<file path="src/rtl/jmpres_pkg.sv">
package jmpres_pkg;

    typedef enum logic [2:0] {
        OP_NONE = 3'd0,
        OP_JZ   = 3'd1,
        OP_JN   = 3'd2,
        OP_JC   = 3'd3,
        OP_JMP  = 3'd4,
        OP_CALL = 3'd5,
        OP_RSV6 = 3'd6,
        OP_RSV7 = 3'd7
    } jop_e;

    localparam int NFLAGS = 3;
    localparam int FLAG_Z = 0;
    localparam int FLAG_N = 1;
    localparam int FLAG_C = 2;

    typedef enum logic [1:0] {
        SLOT_EMPTY    = 2'd0,
        SLOT_LIVE     = 2'd1,
        SLOT_SQUASHED = 2'd2
    } slot_e;

endpackage

</file>
<file path="src/rtl/jmpres_slot.sv">
module jmpres_slot
    import jmpres_pkg::*;
#(
    parameter int ADDR_W = 32
) (
    input  logic              clk,
    input  logic              rst_n,
    input  logic              id_valid,
    input  logic [2:0]        id_op,
    input  logic [ADDR_W-1:0] id_target,
    input  logic [ADDR_W-1:0] id_seq_pc,
    input  logic              id_pred_taken,
    input  logic              kill,
    output logic              ex_live,
    output logic [2:0]        ex_op,
    output logic [ADDR_W-1:0] ex_target,
    output logic [ADDR_W-1:0] ex_seq_pc,
    output logic              ex_pred
);

    slot_e state_q, state_d;

    // State register
    always_ff @(posedge clk) begin
        if (!rst_n) begin
            state_q <= SLOT_EMPTY;
        end else begin
            state_q <= state_d;
        end
    end

    // Next-state selection
    always_comb begin
        state_d = SLOT_EMPTY;
        unique case (state_q)
            SLOT_EMPTY, SLOT_LIVE, SLOT_SQUASHED: begin
                if (kill)          state_d = SLOT_SQUASHED;
                else if (id_valid) state_d = SLOT_LIVE;
                else               state_d = SLOT_EMPTY;
            end
            default: state_d = SLOT_EMPTY;
        endcase
    end

    // Payload capture
    always_ff @(posedge clk) begin
        if (!rst_n) begin
            ex_op     <= '0;
            ex_target <= '0;
            ex_seq_pc <= '0;
            ex_pred   <= 1'b0;
        end else begin
            ex_op     <= id_op;
            ex_target <= id_target;
            ex_seq_pc <= id_seq_pc;
            ex_pred   <= id_pred_taken;
        end
    end

    // Output process
    always_comb begin
        ex_live = 1'b0;
        unique case (state_q)
            SLOT_LIVE:                 ex_live = 1'b1;
            SLOT_EMPTY, SLOT_SQUASHED: ex_live = 1'b0;
            default:                   ex_live = 1'b0;
        endcase
    end

    AST_SQUASH_FOLLOWS_KILL: assert property (@(posedge clk) disable iff (!rst_n)
        kill |=> (state_q == SLOT_SQUASHED));

endmodule

</file>
<file path="src/rtl/jmpres_eval.sv">
module jmpres_eval
    import jmpres_pkg::*;
#(
    parameter int ADDR_W = 32
) (
    input  logic              live,
    input  logic [2:0]        op,
    input  logic [NFLAGS-1:0] flags,
    input  logic              pred,
    input  logic [ADDR_W-1:0] target,
    input  logic [ADDR_W-1:0] seq_pc,
    output logic              taken,
    output logic              mispredict,
    output logic [NFLAGS-1:0] clear_mask,
    output logic [ADDR_W-1:0] redirect_pc
);

    logic is_jump;
    logic is_cond;
    logic cond_ok;
    logic [NFLAGS-1:0] test_sel;

    always_comb begin
        is_jump  = 1'b0;
        is_cond  = 1'b0;
        test_sel = '0;
        unique case (jop_e'(op))
            OP_JZ:   begin is_jump = 1'b1; is_cond = 1'b1; test_sel[FLAG_Z] = 1'b1; end
            OP_JN:   begin is_jump = 1'b1; is_cond = 1'b1; test_sel[FLAG_N] = 1'b1; end
            OP_JC:   begin is_jump = 1'b1; is_cond = 1'b1; test_sel[FLAG_C] = 1'b1; end
            OP_JMP,
            OP_CALL: begin is_jump = 1'b1; end
            OP_NONE,
            OP_RSV6,
            OP_RSV7: begin is_jump = 1'b0; end
            default: begin is_jump = 1'b0; end
        endcase
    end

    always_comb begin
        cond_ok     = is_cond ? |(flags & test_sel) : 1'b1;
        taken       = live && is_jump && cond_ok;
        mispredict  = live && is_jump && (taken != pred);
        clear_mask  = (taken && is_cond) ? test_sel : '0;
        redirect_pc = mispredict ? (taken ? target : seq_pc) : '0;
    end

endmodule

</file>
<file path="src/rtl/jump_resolver.sv">
module jump_resolver
    import jmpres_pkg::*;
#(
    parameter int ADDR_W = 32
) (
    input  logic              clk,
    input  logic              rst_n,
    input  logic              id_valid,
    input  logic [2:0]        id_op,
    input  logic [ADDR_W-1:0] id_target,
    input  logic [ADDR_W-1:0] id_seq_pc,
    input  logic              id_pred_taken,
    input  logic [2:0]        ex_flags,
    output logic              jump_taken,
    output logic              redirect_valid,
    output logic [ADDR_W-1:0] redirect_pc,
    output logic              flush,
    output logic [2:0]        flag_clear
);

    logic              ex_live;
    logic [2:0]        ex_op;
    logic [ADDR_W-1:0] ex_target;
    logic [ADDR_W-1:0] ex_seq_pc;
    logic              ex_pred;
    logic              mispredict;

    jmpres_slot #(.ADDR_W(ADDR_W)) u_slot (
        .clk           (clk),
        .rst_n         (rst_n),
        .id_valid      (id_valid),
        .id_op         (id_op),
        .id_target     (id_target),
        .id_seq_pc     (id_seq_pc),
        .id_pred_taken (id_pred_taken),
        .kill          (mispredict),
        .ex_live       (ex_live),
        .ex_op         (ex_op),
        .ex_target     (ex_target),
        .ex_seq_pc     (ex_seq_pc),
        .ex_pred       (ex_pred)
    );

    jmpres_eval #(.ADDR_W(ADDR_W)) u_eval (
        .live        (ex_live),
        .op          (ex_op),
        .flags       (ex_flags),
        .pred        (ex_pred),
        .target      (ex_target),
        .seq_pc      (ex_seq_pc),
        .taken       (jump_taken),
        .mispredict  (mispredict),
        .clear_mask  (flag_clear),
        .redirect_pc (redirect_pc)
    );

    assign flush          = mispredict;
    assign redirect_valid = mispredict;

    AST_CLEAR_ONEHOT:     assert property (@(posedge clk) disable iff (!rst_n)
        $onehot0(flag_clear));
    AST_CLEAR_ONLY_TAKEN: assert property (@(posedge clk) disable iff (!rst_n)
        (flag_clear != '0) |-> jump_taken);
    AST_PRED_HIT_NO_FLUSH: assert property (@(posedge clk) disable iff (!rst_n)
        (jump_taken && ex_pred) |-> !flush);
    AST_SHADOW_QUIET:     assert property (@(posedge clk) disable iff (!rst_n)
        flush |=> (!flush && !jump_taken));
    AST_IDLE_QUIET:       assert property (@(posedge clk) disable iff (!rst_n)
        !ex_live |-> (!jump_taken && !flush && flag_clear == '0));

endmodule

</file>
<file path="config.mk">
export PLATFORM = sky130hd
export DESIGN_NAME = jump_resolver
export DESIGN_NICKNAME = d
export VERILOG_FILES = /design/src/rtl/jmpres_pkg.sv /design/src/rtl/jmpres_slot.sv /design/src/rtl/jmpres_eval.sv /design/src/rtl/jump_resolver.sv
export SDC_FILE = /design/constraint.sdc
export NUM_CORES = 1
export LEC_CHECK = 0
export BUFFER_PORTS_ARGS = -buffer_cell sky130_fd_sc_hd__buf_2
export CAP_MARGIN = 0
export CORE_AREA = 5 5 81 98
export CTS_CLUSTER_DIAMETER = 120
export DETAILED_ROUTE_END_ITERATION = 8
export DIE_AREA = 0 0 86 103
export GPL_TIMING_DRIVEN = 0
export HOLD_SLACK_MARGIN = 0.06
export PLACE_DENSITY = 0.67
export SLEW_MARGIN = 10
export SYNTH_ARGS = -nofsm -noshare
export SYNTH_HDL_FRONTEND = slang
export SYNTH_SLANG_ARGS = --single-unit
</file>
<file path="constraint.sdc">
create_clock -name clk -period 1.9 [get_ports clk]
set_input_delay 0.19 -clock clk [delete_from_list [all_inputs] [get_ports clk]]
set_output_delay 0.19 -clock clk [all_outputs]
set_load 0.005 [all_outputs]
</file>
==> impl_metrics.json <==
{
  "status": "finished with violations",
  "violations": "setup timing",
  "nNetsFinal": 539,
  "report.final.slew_viol_count": 0,
  "coreArea_um2": 7020,
  "clk_latency_ps": 330,
  "numPortBuffers": 111,
  "num_rows": 34,
  "syn_area_per_cell_um2": 9.45,
  "area_delta_synth_final_pct": 64.9,
  "grt_pass1_wl_um": 11900,
  "worstPathRequired_ps": 1710,
  "synthTopCellsByArea": "dfxtp_1 (53%), and2_1 (16%), nand3b_1 (9.1%), a21oi_1 (6.2%), nand3_1 (6.1%)",
  "die_width_um": 86,
  "p_leak_nw": 1.89,
  "r2r-start": "u_slot.ex_op[1]",
  "ys_seq_area_share_pct": 53.0,
  "cts_tree": "done",
  "first_global_vias": 2587,
  "slew-limit-headroom_pct": 70.3,
  "max_cap_viol_count": 0,
  "critPathLaunchType": "flop",
  "cts_buffer_depth": 2,
  "place_congestion": 0.716,
  "cp-end-kind": "primary output",
  "yosysTopAreaCell": "dfxtp_1",
  "min_period_over_period_pct": 111,
  "min_path_type": "primary input to flop",
  "overflow": 0,
  "cts-buffers-inserted": 9,
  "crit_start": "u_slot.ex_op[1]",
  "synth-simple-area-share_pct": 34.7,
  "clock.fmax_mhz": 476,
  "hold_viol": 0,
  "cts_max_level": 3,
  "antenna_found_initial": 0,
  "synth_warnings": 0,
  "synthesis.nets": 354,
  "synth_top_family_by_area": "simple AND/OR/NAND/NOR gates",
  "die_h_um": 103,
  "arrival_ps": 1910,
  "yosys_most_used_dff": "dfxtp_1",
  "via_count": 2595,
  "drtIter0Drc": 76,
  "wirelength_um": 7650,
  "grt.total_usage_pct": 17.0,
  "p_clk_share_pct": 41.8,
  "p_per_area_nw_per_um2": 796,
  "synth_edf_count": 0,
  "worstPathCellList": "mux2i_2, a31o_1, buf_6, or3_4, nor3b_2, buf_2",
  "drive_gt1_share_pct": 37.2,
  "min_period_ps": 2100,
  "synth-xor-area-share_pct": 0.331,
  "antenna_cells": 0,
  "dieArea_um2": 8860,
  "min_from": "id_seq_pc[2]",
  "viasPerCell": 4.63,
  "cts.sinks": 70,
  "combinationalPowerShare_pct": 12.9,
  "grt_max_degree": 13,
  "utilization_pct": 62.1,
  "drt-wirelength-per-cell_um": 13.7,
  "dpl.hpwl_um": 4950,
  "power_switching_share_pct": 21.7,
  "p_switching_w": 0.000753,
  "slowest_stage": "or3_4",
  "placedCellCount": 481,
  "yosys-top-cells-count": "dfxtp_1 (70), and2_1 (69), a21oi_1 (33)",
  "design_power_total_w": 0.00347,
  "setup_viol": 38,
  "yosysMostFrequentCell": "dfxtp_1",
  "rsz0062_at_grt": "yes",
  "cts-root-buf": "clkbuf_8",
  "ys_types": 23,
  "pre_cts_ws_ps": -67.6,
  "initial_core_util_pct": 37.7,
  "yosysTopAreaCellShare_pct": 53.0,
  "synth-async-reset-ratio_pct": 0,
  "num_io_pins": 112,
  "synth_adder_area_share_pct": 0,
  "fin_cells": 560,
  "seqPwrFrac_pct": 45.2,
  "finClkSkew_ps": 4.39,
  "critPathMaxFanout": 8,
  "drc": 0,
  "syn_inst": 280,
  "power.internal_w": 0.00272,
  "ys_seq_elements": 70,
  "antenna_left": 0,
  "worstMarginPinSlew_ps": 445,
  "fin_ws_ps": -200,
  "synth_mux_area_share_pct": 0.378,
  "timing_worst_setup_path_type": "flop to primary output",
  "netlist_area_um2": 2650,
  "synth_compound_area_share_pct": 7.10,
  "irDropWorstVdd_mv": 0.625,
  "path_clk_slew_ps": 70,
  "first_pass_iters": 6,
  "slowest_delay_ps": 390
}
[state kept, by name, summed over array words and instances, names as in the netlist]
signal / cells
u_slot.ex_op: 3
u_slot.ex_pred: 1
u_slot.ex_seq_pc: 32
u_slot.ex_target: 32
u_slot.state_q: 2
[worst paths after layout]
path / to / slack, ps / cells after the start
worst min-delay path: u_slot.ex_seq_pc[2] / 80 / 2
worst min register to register: u_slot.state_q[0] / 580 / 3
worst max-delay path: flag_clear[1] / -200 / 6
worst max register to register: u_slot.state_q[1] / 550 / 5
[logic make-up (layout without fill, tap and decap cells)]
logic type / after synthesis / in the layout
xor gates and xnor gates: 1 / 1
DFF: 70 / 70
muxes: 1 / 1
and+or+nand+nor: 145 / 145
AOI/OAI and AO/OA: 36 / 36
buffers and inverters: 27 / 217
[layer usage]
metal,vias up,wire [µm],track usage [%],part of all wire [%]
met5,-,0,0,0
met1,1197,3140,20.0,41
met4,0,152,6.46,2.0
met3,15,397,3.52,5.2
met2,77,3960,30.4,52
li1,1306,-,-,-
[per-stage QoR]
step / cell area, µm² / hold WS (ps) / setup TNS [ps]
floorplan: 2650 / 306 / 0
global placement: 3310 / 399 / -58.9
detailed placement: 3310 / 398 / -496
CTS: 4280 / 60.3 / -5170
global route: 4360 / 60.9 / -8900
finish: 4360 / 76.6 / -4220
[final cells by class]
| cell class | instances | area [µm²] |
|---|---|---|
| multi-input combinational | 183 | 1220 |
| sequential | 70 | 1410 |
| inverter | 2 | 7.51 |
| clock buffer | 11 | 141 |
| buffer | 25 | 186 |
| fill | 605 | 2660 |
| timing repair buffer | 174 | 1180 |
| clock inverter | 5 | 106 |
| tap | 90 | 113 |
[worst max-delay path, delay by kind of cell (launching register included)]
family / cells / cell delay [ps]
flip-flops: 1 / 360
AO/OA/AOI/OAI: 1 / 230
AND/OR/NAND/NOR: 2 / 550
multiplexers: 1 / 160
buffers and inverters: 2 / 270
[cells in the final DEF, fill, tap and decap left out, drive strengths merged, types with 2 or more instances in the layout]
master and instances:
dfxtp 70, clkbuf 26, nand2 3, inv 2
nor3b 2, a21oi 33, or3 2, nor2 2
buf 128, and2 69, nand3 32, bufinv 3
nand3b 32, dlygate4sd3 56
[power groups by stage]
stage	logic (W)	clock network (W)	registers [W]
final	0.000449	0.00145	0.00157
after global routing	0.000493	0.00156	0.00158
after CTS	0.000431	0.00149	0.00157
after detailed placement	0.000304	0	0.00160
after global placement	0.000301	0	0.00160
after floorplan	0.000169	0	0.00160
[what timing repair did]
| action | CTS | global route |
|---|---|---|
| pin swaps | 5 | 2 |
| hold buffers | 54 | 2 |
| gates resized for setup | 36 | 19 |
| gates cloned | 1 | 0 |
| setup buffers | 6 | 0 |
| setup endpoints to repair | 38 | 38 |
| endpoints found under the hold margin | 54 | 2 |
(Power assumes the default switching activity.)
